File: src/rtl/acpi_ctl_pkg.sv
package acpi_ctl_pkg;

  typedef enum logic [1:0] {
    SZ_B1   = 2'd0,
    SZ_B2   = 2'd1,
    SZ_B4   = 2'd2,
    SZ_RSVD = 2'd3
  } acc_size_e;

  localparam int CTL_W       = 16;
  localparam int RSTC_W      = 8;
  localparam int RST_GO_BIT  = 2;
  localparam int SLP_EN_BIT  = 13;
  localparam int SLP_TYP_LO  = 10;
  localparam int SLP_TYP_W   = 3;

  localparam logic [SLP_TYP_W-1:0] SLP_TYP_OFF    = 3'd5;
  localparam logic [CTL_W-1:0]     PM1_STORE_MASK = 16'h1FFC;

endpackage

File: src/rtl/acpi_rst_ctl.sv
module acpi_rst_ctl
  import acpi_ctl_pkg::*;
(
  input  logic              clk,
  input  logic              rst_n,
  input  logic              wr_en,
  input  logic [RSTC_W-1:0] wdata,
  output logic [RSTC_W-1:0] byte_q,
  output logic              reset_req
);

  logic [RSTC_W-1:0] byte_d;
  logic              req_d;

  always_comb begin
    byte_d = byte_q;
    req_d  = 1'b0;
    if (wr_en) begin
      byte_d = wdata;
      req_d  = wdata[RST_GO_BIT];
    end
  end

  always_ff @(posedge clk or negedge rst_n) begin
    if (!rst_n) begin
      byte_q    <= '0;
      reset_req <= 1'b0;
    end else begin
      byte_q    <= byte_d;
      reset_req <= req_d;
    end
  end

  assert_rst_fire_R3: assert property (@(posedge clk) disable iff (!rst_n)
    (wr_en && wdata[RST_GO_BIT]) |=> reset_req);

  assert_rst_quiet_R3: assert property (@(posedge clk) disable iff (!rst_n)
    !wr_en |=> !reset_req);

  assert_byte_hold_R2: assert property (@(posedge clk) disable iff (!rst_n)
    !wr_en |=> $stable(byte_q));

endmodule

File: src/rtl/acpi_pm1_ctl.sv
module acpi_pm1_ctl
  import acpi_ctl_pkg::*;
(
  input  logic             clk,
  input  logic             rst_n,
  input  logic             wr_en,
  input  logic [CTL_W-1:0] wdata,
  input  logic             sci_set,
  input  logic             sci_clr,
  output logic [CTL_W-1:0] ctl_q,
  output logic             sci_en,
  output logic             off_req
);

  logic [CTL_W-1:1] body_q, body_d;
  logic             sci_q, sci_d;
  logic             off_d;
  logic [CTL_W-1:0] wmask;

  assign wmask = wdata & PM1_STORE_MASK;

  always_comb begin
    body_d = body_q;
    if (wr_en) body_d = wmask[CTL_W-1:1];
  end

  always_comb begin
    sci_d = sci_q;
    if (sci_set)      sci_d = 1'b1;
    else if (sci_clr) sci_d = 1'b0;
  end

  always_comb begin
    off_d = wr_en && wdata[SLP_EN_BIT] &&
            (wdata[SLP_TYP_LO +: SLP_TYP_W] == SLP_TYP_OFF);
  end

  always_ff @(posedge clk or negedge rst_n) begin
    if (!rst_n) begin
      body_q  <= '0;
      sci_q   <= 1'b0;
      off_req <= 1'b0;
    end else begin
      body_q  <= body_d;
      sci_q   <= sci_d;
      off_req <= off_d;
    end
  end

  assign ctl_q  = {body_q, sci_q};
  assign sci_en = sci_q;

  assert_sci_hold_R4: assert property (@(posedge clk) disable iff (!rst_n)
    (!sci_set && !sci_clr) |=> $stable(sci_en));

  assert_rsvd_zero_R4: assert property (@(posedge clk) disable iff (!rst_n)
    (ctl_q[15:13] == 3'b000) && !ctl_q[1]);

  assert_off_cause_R5: assert property (@(posedge clk) disable iff (!rst_n)
    off_req |-> $past(wr_en));

  assert_sci_on_R7: assert property (@(posedge clk) disable iff (!rst_n)
    sci_set |=> sci_en);

  assert_sci_off_R7: assert property (@(posedge clk) disable iff (!rst_n)
    (sci_clr && !sci_set) |=> !sci_en);

endmodule

File: src/rtl/acpi_smi_dec.sv
module acpi_smi_dec #(
  parameter logic [7:0] CMD_ON  = 8'hA0,
  parameter logic [7:0] CMD_OFF = 8'hA1
) (
  input  logic       wr_en,
  input  logic [7:0] code,
  output logic       sci_set,
  output logic       sci_clr
);

  always_comb begin
    sci_set = wr_en && (code == CMD_ON);
    sci_clr = wr_en && (code == CMD_OFF);
  end

endmodule

File: src/rtl/acpi_fixed_ctl.sv
module acpi_fixed_ctl
  import acpi_ctl_pkg::*;
#(
  parameter int         ADDR_W   = 16,
  parameter int         DATA_W   = 32,
  parameter logic [15:0] RST_ADDR = 16'h0CF9,
  parameter logic [15:0] PM1_ADDR = 16'h0404,
  parameter logic [15:0] SMI_ADDR = 16'h00B2,
  parameter logic [7:0]  CMD_ON   = 8'hA0,
  parameter logic [7:0]  CMD_OFF  = 8'hA1
) (
  input  logic              clk,
  input  logic              rst_n,
  input  logic [ADDR_W-1:0] bus_addr,
  input  logic [1:0]        bus_size,
  input  logic              bus_rd,
  input  logic              bus_wr,
  input  logic [DATA_W-1:0] bus_wdata,
  output logic [DATA_W-1:0] bus_rdata,
  output logic              bus_err,
  output logic              sys_reset_req,
  output logic              power_off_req,
  output logic              sci_en
);

  localparam int PAD_RST = DATA_W - RSTC_W;
  localparam int PAD_PM1 = DATA_W - CTL_W;

  logic sel_rst, sel_pm1, sel_smi;
  logic ok_rst, ok_pm1, ok_smi;
  logic wr_rst, wr_pm1, wr_smi;
  logic rd_rst, rd_pm1;
  logic sci_set, sci_clr;
  logic [RSTC_W-1:0] rst_byte;
  logic [CTL_W-1:0]  pm1_word;
  logic unused_wdata;

  assign unused_wdata = ^bus_wdata[DATA_W-1:CTL_W];

  always_comb begin
    sel_rst = (bus_addr == ADDR_W'(RST_ADDR));
    sel_pm1 = (bus_addr == ADDR_W'(PM1_ADDR));
    sel_smi = (bus_addr == ADDR_W'(SMI_ADDR));
    ok_rst  = (bus_size == SZ_B1);
    ok_pm1  = (bus_size == SZ_B2);
    ok_smi  = (bus_size == SZ_B1);
    wr_rst  = bus_wr && sel_rst && ok_rst;
    wr_pm1  = bus_wr && sel_pm1 && ok_pm1;
    wr_smi  = bus_wr && sel_smi && ok_smi;
    rd_rst  = bus_rd && sel_rst && ok_rst;
    rd_pm1  = bus_rd && sel_pm1 && ok_pm1;
  end

  always_comb begin
    bus_err = 1'b0;
    if (bus_rd || bus_wr) begin
      bus_err = (sel_rst && !ok_rst) ||
                (sel_pm1 && !ok_pm1) ||
                (sel_smi && (bus_rd || !ok_smi));
    end
  end

  always_comb begin
    bus_rdata = '0;
    if (rd_rst)      bus_rdata = {{PAD_RST{1'b0}}, rst_byte};
    else if (rd_pm1) bus_rdata = {{PAD_PM1{1'b0}}, pm1_word};
  end

  acpi_rst_ctl u_rst (
    .clk       (clk),
    .rst_n     (rst_n),
    .wr_en     (wr_rst),
    .wdata     (bus_wdata[RSTC_W-1:0]),
    .byte_q    (rst_byte),
    .reset_req (sys_reset_req)
  );

  acpi_smi_dec #(
    .CMD_ON  (CMD_ON),
    .CMD_OFF (CMD_OFF)
  ) u_smi (
    .wr_en   (wr_smi),
    .code    (bus_wdata[7:0]),
    .sci_set (sci_set),
    .sci_clr (sci_clr)
  );

  acpi_pm1_ctl u_pm1 (
    .clk     (clk),
    .rst_n   (rst_n),
    .wr_en   (wr_pm1),
    .wdata   (bus_wdata[CTL_W-1:0]),
    .sci_set (sci_set),
    .sci_clr (sci_clr),
    .ctl_q   (pm1_word),
    .sci_en  (sci_en),
    .off_req (power_off_req)
  );

  assert_smi_read_R8: assert property (@(posedge clk) disable iff (!rst_n)
    (bus_rd && sel_smi) |-> (bus_err && bus_rdata == '0));

  assert_unmapped_R9: assert property (@(posedge clk) disable iff (!rst_n)
    ((bus_rd || bus_wr) && !sel_rst && !sel_pm1 && !sel_smi) |->
      (!bus_err && bus_rdata == '0));

  assert_bad_size_R6: assert property (@(posedge clk) disable iff (!rst_n)
    (bus_wr && sel_pm1 && !ok_pm1) |=> ($stable(pm1_word) && !power_off_req));

endmodule

File: config.mk
export PLATFORM = sky130hd
export DESIGN_NAME = acpi_fixed_ctl
export DESIGN_NICKNAME = d
export VERILOG_FILES = /design/src/rtl/acpi_ctl_pkg.sv /design/src/rtl/acpi_rst_ctl.sv /design/src/rtl/acpi_pm1_ctl.sv /design/src/rtl/acpi_smi_dec.sv /design/src/rtl/acpi_fixed_ctl.sv
export SDC_FILE = /design/constraint.sdc
export NUM_CORES = 1
export LEC_CHECK = 0
export ABC_AREA = 1
export BUFFER_PORTS_ARGS = -buffer_cell sky130_fd_sc_hd__buf_2
export CAP_MARGIN = 10
export CORE_MARGIN = 8
export CORE_UTILIZATION = 44
export DETAILED_ROUTE_END_ITERATION = 7
export HOLD_SLACK_MARGIN = 0.05
export PLACE_DENSITY = 0.78
export SLEW_MARGIN = 40
export SYNTH_ARGS = -nofsm -noshare
export SYNTH_HDL_FRONTEND = slang
export SYNTH_HIERARCHICAL = 1
export SYNTH_SLANG_ARGS = --single-unit
File: constraint.sdc
create_clock -name clk -period 1.7 [get_ports clk]
set_input_delay 0.34 -clock clk [delete_from_list [all_inputs] [get_ports clk]]
set_output_delay 0.34 -clock clk [all_outputs]
set_load 0.02 [all_outputs]
==> results by group, run 1 <==
Min path
  – Hold Crit Start: bus_wdata[9]
  – Worst hold path class: input port to flip-flop

Floorplanning
  – Num ports: 90
  – Core area: 3580 µm²
  – Initial Util: 45.0%
  – # rows: 22
  – Chip height: 76.5 µm
  – Die W: 76.5 µm
  – Area of the die: 5850 µm²

Drt
  – DRT Pass-1 Iters: 4
  – Residual DRC count: 0
  – Routed Antenna Nets: 0
  – Final WL: 4400 µm
  – Wire per inst: 12.8 µm
  – Initial DRC Count: 86
  – Post-DR vias/cell: 4.50
  – Vias: 1542

STA
  – Count of final hold-check violations: 0
  – Total negative slack: -0.345 ns
  – Fin crit share: 103%
  – Final Skew: 0 ns
  – Shortest period the worst path allows: 1.75 ns
  – Setup violators final: 12
  – Achievable Freq: 571 MHz
  – Final slew viol count: 0
  – RSZ-0062 raised after global routing: yes
  – Setup ws final: -0.0525 ns

Run
  – MaxCap Viol Count: 0

Clock tree
  – Root buf cell: clkbuf_4
  – Clock Pin Slew Worst Setup and Hold Paths: 0.13 ns
  – Clk_lat worst skew: 0.31 ns
  – H-tree lvl count: 1
  – TritonCTS Buffers: 3
  – # clock sinks: 22
  – CTS tree: done
  – Max Root-Sink Buffers: 2

Power and ir drop
  – Peak supply drop: 0.565 mV
  – PwrDens: 470 nW/µm²
  – Leakage power: 1.28 nW
  – Total Power: 1.10 mW

Worst setup path
  – CP Launch Type: input port
  – Crit-path max FO: 7
  – Critical path destination: bus_rdata[11]
  – Setup crit start: bus_addr[9]
  – R2R Path Start: u_pm1/body_q[4]$_DFFE_PN0P_
  – Reg2Reg Setup Slack: 0.99 ns
  – Worst r2r dst: u_pm1/body_q[4]$_DFFE_PN0P_
  – CP Capture Type: primary output
  – WS Path Type: input port to primary output
  – Required time of the critical path: 1.36 ns
  – Crit path DAT: 1.41 ns
  – Worst reg2reg path depth: 2

Outcome
  – Failing checks: setup timing
  – Outcome: finished with violations

Synth
  – Synth top area share: 34.2%
  – Ys Warns: 6
  – Async S/R FF share, synth: 100%
  – Top cells by area, synth: dfrtp_1, nand2_1, buf_4, nand3_1, nor2_2
  – Ys flop type: dfrtp_1
  – #FFs+latches synth: 22
  – Yosys cell types: 21
  – Cell Area, Synth: 1610 µm²
  – Synth Area per Inst: 7.06 µm²
  – Cells after Synth: 228
  – EDFF count, synth: 0
  – Cell taking the most area after synthesis: dfrtp_1
  – Sequential fraction of the synthesis area: 34.2%

Layout
  – Nets: 350
  – Share of cells above drive strength 1: 48.8%
  – Fin area: 2350 µm²
  – Area grow syn2layout: 46.1%
  – Core Util, Final: 65.7%
  – Antenna diodes: 0
  – Fillcell total: 285

Global route
  – Met3 usage: 3.54%
  – Met1 Use GR: 15.1%
  – Antenna violations before repair: 0
  – First-pass GRT wire length: 6750 µm
  – Peak-usage layer in the global routing report: met2
  – Overflow after GRT: 0
  – Number of global-route vias before repair: 1556
  – Largest net degree at the start of global routing: 24
  – GR Layer Usage met2: 24.1%
  – Global-route total usage across every layer: 13.3%

Placement
  – Dpl hpwl: 2980 µm
  – Placed cell area: 1890 µm²
  – Routability cong.: 0.773
  – Port bufs: 52
report_power, final:
| group | switching, mW | total [mW] | internal [mW] |
|---|---|---|---|
| registers | 0.0000464 | 0.523 | 0.523 |
| clock network | 0.164 | 0.402 | 0.238 |
| logic | 0.113 | 0.178 | 0.0655 |
| total | 0.277 | 1.10 | 0.827 |
timing repair:
action,CTS,global route
setup endpoints to repair,14,14
buffers inserted,1,5
hold buffers,1,0
endpoints found under the hold margin,22,0
cloned,1,2
pin swaps,17,31
resized for setup,47,44
sequential cells by signal, summed over array words and instances, names as in the netlist:
signal and count:
u_pm1/sci_en 1, u_pm1/body_q 11, u_rst/byte_q 8, u_rst/reset_req 1
u_pm1/off_req 1
synth_stat cells, types with 2 or more instances:
cell	number
nor2_2	17
inv_2	3
nor2_1	12
nor3_1	2
dfrtp_1	22
nor2_4	2
inv_1	28
nand2_1	69
nand2_2	3
o21ai_0	11
buf_6	3
nor2_8	2
nand3_1	23
buf_4	23
conb_1	2
worst min path at each step:
stage | end | cells after the start
CTS | u_pm1/body_q[8]$_DFFE_PN0P_ | 3
finish | u_pm1/body_q[9]$_DFFE_PN0P_ | 3
detailed placement | u_rst/reset_req$_DFF_PN0_ | 1
global route | u_pm1/body_q[9]$_DFFE_PN0P_ | 3
floorplan | u_pm1/body_q[10]$_DFFE_PN0P_ | 0
global placement | u_rst/reset_req$_DFF_PN0_ | 1
through the flow:
step | cells | setup WS (ns) | hold WS, ns
after floorplan | 246 | 0.184 | 0.0444
after detailed placement | 329 | -0.103 | 0.328
after global placement | 329 | -0.0819 | 0.330
after global routing | 343 | -0.0996 | 0.220
final | 343 | -0.0525 | 0.233
after CTS | 336 | -0.0424 | 0.220
cells in the final DEF, fill, tap and decap left out, types with 11 or more instances in the layout:
cell type	n
nand2_1	53
buf_2	31
inv_1	24
dfrtp_1	22
conb_1	20
buf_6	20
nand2_2	18
nand3_2	15
nor2_4	13
buf_4	13
nor2_2	11
o21ai_0	11
cells by family (layout without fill, tap and decap cells):
group | count (synthesis) | count (layout) | share of synthesized area, %
AND/OR/NAND/NOR | 134 | 137 | 41.0
buffers and inverters | 58 | 104 | 20.5
flip-flops | 22 | 22 | 34.2
AO/OA/AOI/OAI | 12 | 12 | 3.89
other | 2 | 20 | 0.467
worst max-delay path, stage by stage:
cell and delay, ns:
buf_6 0.10, nor2_4 0.11, nand2_2 0.08, nor2_4 0.18, buf_6 0.13, nand3_4 0.15, nand2_1 0.15, nor2_4 0.05
buf_6 0.12
area by class of cell:
cell class              count  area (µm²)  share of cell area (%)
repair buffers             68         543                    23.1
clock buffers               3        22.5                   0.958
well taps                  48        60.1                    2.55
multi-input cells         169        1010                    43.2
clock inverters             1        30.0                    1.28
inverters                  32         130                    5.53
flip-flops and latches     22         551                    23.4
metal layers:
metal  vias up  routed length [µm]
li1        790                   -
met1       702                1690
met2        48                2430
met3         2                 270
met4         0                   9
met5         -                   0
(Power assumes the default switching activity.)
==> inputs of run 2 (changes only) <==
- CORE_ASPECT_RATIO: default -> 2
- CORE_UTILIZATION: 44 -> 46
- CTS_BUF_LIST: default -> sky130_fd_sc_hd__clkbuf_8
- PLACE_DENSITY: 0.78 -> 0.81
==> results by group, run 2 (synthesized netlist as in run 1, its figures left out) <==
Power and ir drop
  – Combinational Power Share: 18.0% (was 16.2%)
  – Internal power: 0.748 mW (was 0.827 mW)
  – Sw power: 0.266 mW (was 0.277 mW)
  – Peak supply drop: 0.538 mV (was 0.565 mV)
  – Leakage power: 1.30 nW (was 1.28 nW)
  – Total Power: 1.01 mW (was 1.10 mW)
  – Clk pwr share: 30.4% (was 36.4%)
  – Sw frac: 26.2% (was 25.1%)
  – PwrDens: 441 nW/µm² (was 470 nW/µm²)
  – Reg power frac: 51.6% (was 47.4%)

Placement
  – Dpl hpwl: 3230 µm (was 2980 µm)
  – Port bufs: 52 (unchanged)
  – Placed insts: 314 (was 329)
  – Routability cong.: 0.840 (was 0.773)
  – Place WS: -0.0902 ns (was -0.103 ns)

Drt
  – Wire per inst: 15.0 µm (was 12.8 µm)
  – Initial DRC Count: 34 (was 86)
  – Post-DR vias/cell: 4.97 (was 4.50)
  – Residual DRC count: 0 (unchanged)
  – DRT Pass-1 Iters: 5 (was 4)
  – Routed Antenna Nets: 0 (unchanged)
  – Final WL: 4920 µm (was 4400 µm)
  – Vias: 1635 (was 1542)

Clock tree
  – # clock sinks: 22 (unchanged)
  – H-tree lvl count: 1 (unchanged)
  – Clock Pin Slew Worst Setup and Hold Paths: 0.07 ns (was 0.13 ns)
  – Max Root-Sink Buffers: 2 (unchanged)
  – CTS tree: done (unchanged)
  – TritonCTS Buffers: 3 (unchanged)
  – Clk_lat worst skew: 0.25 ns (was 0.31 ns)
  – Root buf cell: clkbuf_8 (was clkbuf_4)

Floorplanning
  – # rows: 30 (was 22)
  – Core area: 3380 µm² (was 3580 µm²)
  – Area of the die: 5760 µm² (was 5850 µm²)
  – Num ports: 90 (unchanged)
  – Initial Util: 47.6% (was 45.0%)
  – Chip height: 99.6 µm (was 76.5 µm)
  – Die W: 57.8 µm (was 76.5 µm)

Min path
  – Cell count of the worst hold path: 3 (unchanged)
  – Worst hold path class: input port to flip-flop (unchanged)

STA
  – Achievable Freq: 553 MHz (was 571 MHz)
  – Count of final hold-check violations: 0 (unchanged)
  – Total negative slack: -0.538 ns (was -0.345 ns)
  – Fin crit share: 106% (was 103%)
  – RSZ-0062 raised after global routing: yes (unchanged)
  – Setup ws final: -0.107 ns (was -0.0525 ns)
  – Final Skew: 0 ns (unchanged)
  – Shortest period the worst path allows: 1.81 ns (was 1.75 ns)
  – Setup violators final: 12 (unchanged)
  – Final slew viol count: 0 (unchanged)

Worst setup path
  – CP Capture Type: primary output (unchanged)
  – Required time of the critical path: 1.36 ns (about the same)
  – WS Path Type: input port to primary output (unchanged)
  – Crit path DAT: 1.47 ns (was 1.41 ns)
  – Worst reg2reg path depth: 2 (unchanged)
  – Crit-path max FO: 4 (was 7)
  – CP Launch Type: input port (unchanged)

Layout
  – Reg with most FFs: u_pm1/body_q (unchanged)
  – Fillcell total: 289 (was 285)
  – Biggest regs: u_pm1/body_q x11, u_rst/byte_q x8 (unchanged)
  – Leading cell type in the layout, fill and taps excluded: nand2_1 (unchanged)
  – Largest register FFs: 11 (unchanged)
  – Most frequent cells in the layout: nand2_1, buf_2, inv_1, buf_6, dfrtp_1 (was nand2_1, buf_2, inv_1, dfrtp_1)
  – Nets: 353 (was 350)
  – Final std cells w/o fill: 329 (was 343)
  – Antenna diodes: 0 (unchanged)
  – Area grow syn2layout: 43.1% (was 46.1%)
  – Share of cells above drive strength 1: 44.8% (was 48.8%)

Run
  – MaxCap Viol Count: 0 (unchanged)

Global route
  – Overflow after GRT: 0 (unchanged)
  – Antenna violations before repair: 0 (unchanged)
  – Global-route total usage across every layer: 15.5% (was 13.3%)
  – Largest net degree at the start of global routing: 24 (unchanged)
  – First-pass GRT wire length: 7200 µm (was 6750 µm)
  – Number of global-route vias before repair: 1629 (was 1556)

Outcome
  – Failing checks: setup timing (unchanged)
  – Outcome: finished with violations (unchanged)
## run 2: worst paths after layout
path	startpoint	to	slack [ns]
setup reg to reg	u_pm1/body_q[9]$_DFFE_PN0P_	u_pm1/body_q[9]$_DFFE_PN0P_	1.03
setup / recovery	bus_addr[6]	bus_rdata[0]	-0.11
min in group asynchronous	rst_n	u_pm1/body_q[6]$_DFFE_PN0P_	0.58
hold reg to reg	u_rst/byte_q[2]$_DFFE_PN0P_	u_rst/byte_q[2]$_DFFE_PN0P_	0.48
hold / removal	bus_wdata[8]	u_pm1/body_q[8]$_DFFE_PN0P_	0.30
max in group asynchronous	rst_n	u_pm1/body_q[9]$_DFFE_PN0P_	0.78
## run 2: cell type report
class	instances	area (µm²)	area share (%)
multi-input combinational	168	976	42.4
timing repair buffer	72	567	24.6
sequential	22	551	23.9
inverter	32	128	5.54
clock buffer	3	41.3	1.79
tap	32	40.0	1.74
## run 2: power by group through the flow
stage	clock (mW)	combinational [mW]	sequential [mW]
6_report	0.308	0.183	0.523
5_1_grt	0.336	0.199	0.523
4_1_cts	0.313	0.166	0.523
3_5_place_dp	0	0.147	0.533
3_3_place_gp	0	0.144	0.533
2_1_floorplan	0	0.108	0.533
## run 2: metrics by stage
stage,area [µm²],util (%),hold slack (ns)
floorplan,1680,-,0.0444
global placement,1860,55.1,0.323
detailed placement,1860,55.1,0.326
CTS,2120,62.9,0.296
global route,2300,68.1,0.316
finish,2300,68.1,0.305
## run 2: per-layer routing
layer	global-route usage, %	vias up	routed length (µm)
li1	-	791	-
met1	13.8	769	1550
met2	30.2	61	2940
met3	3.88	14	280
met4	7.60	0	146
met5	0	-	0
## run 2: timing repair
item / 4_1_cts / 5_1_grt
hold buffers: 1 / 0
hold endpoints to repair: 7 / 0
endpoints found under the setup margin: 14 / 14
buffers inserted: 1 / 8
pin swaps: 18 / 26
cloned: 1 / 1
gates resized for setup: 49 / 29
## run 2: critical path, stage by stage
cell,delay [ns]
buf_6,0.10
nor2_1,0.12
nand2_1,0.10
nor2_4,0.15
nand2_4,0.10
nor2_4,0.19
nand3_2,0.12
nand2_1,0.11
buf_6,0.13
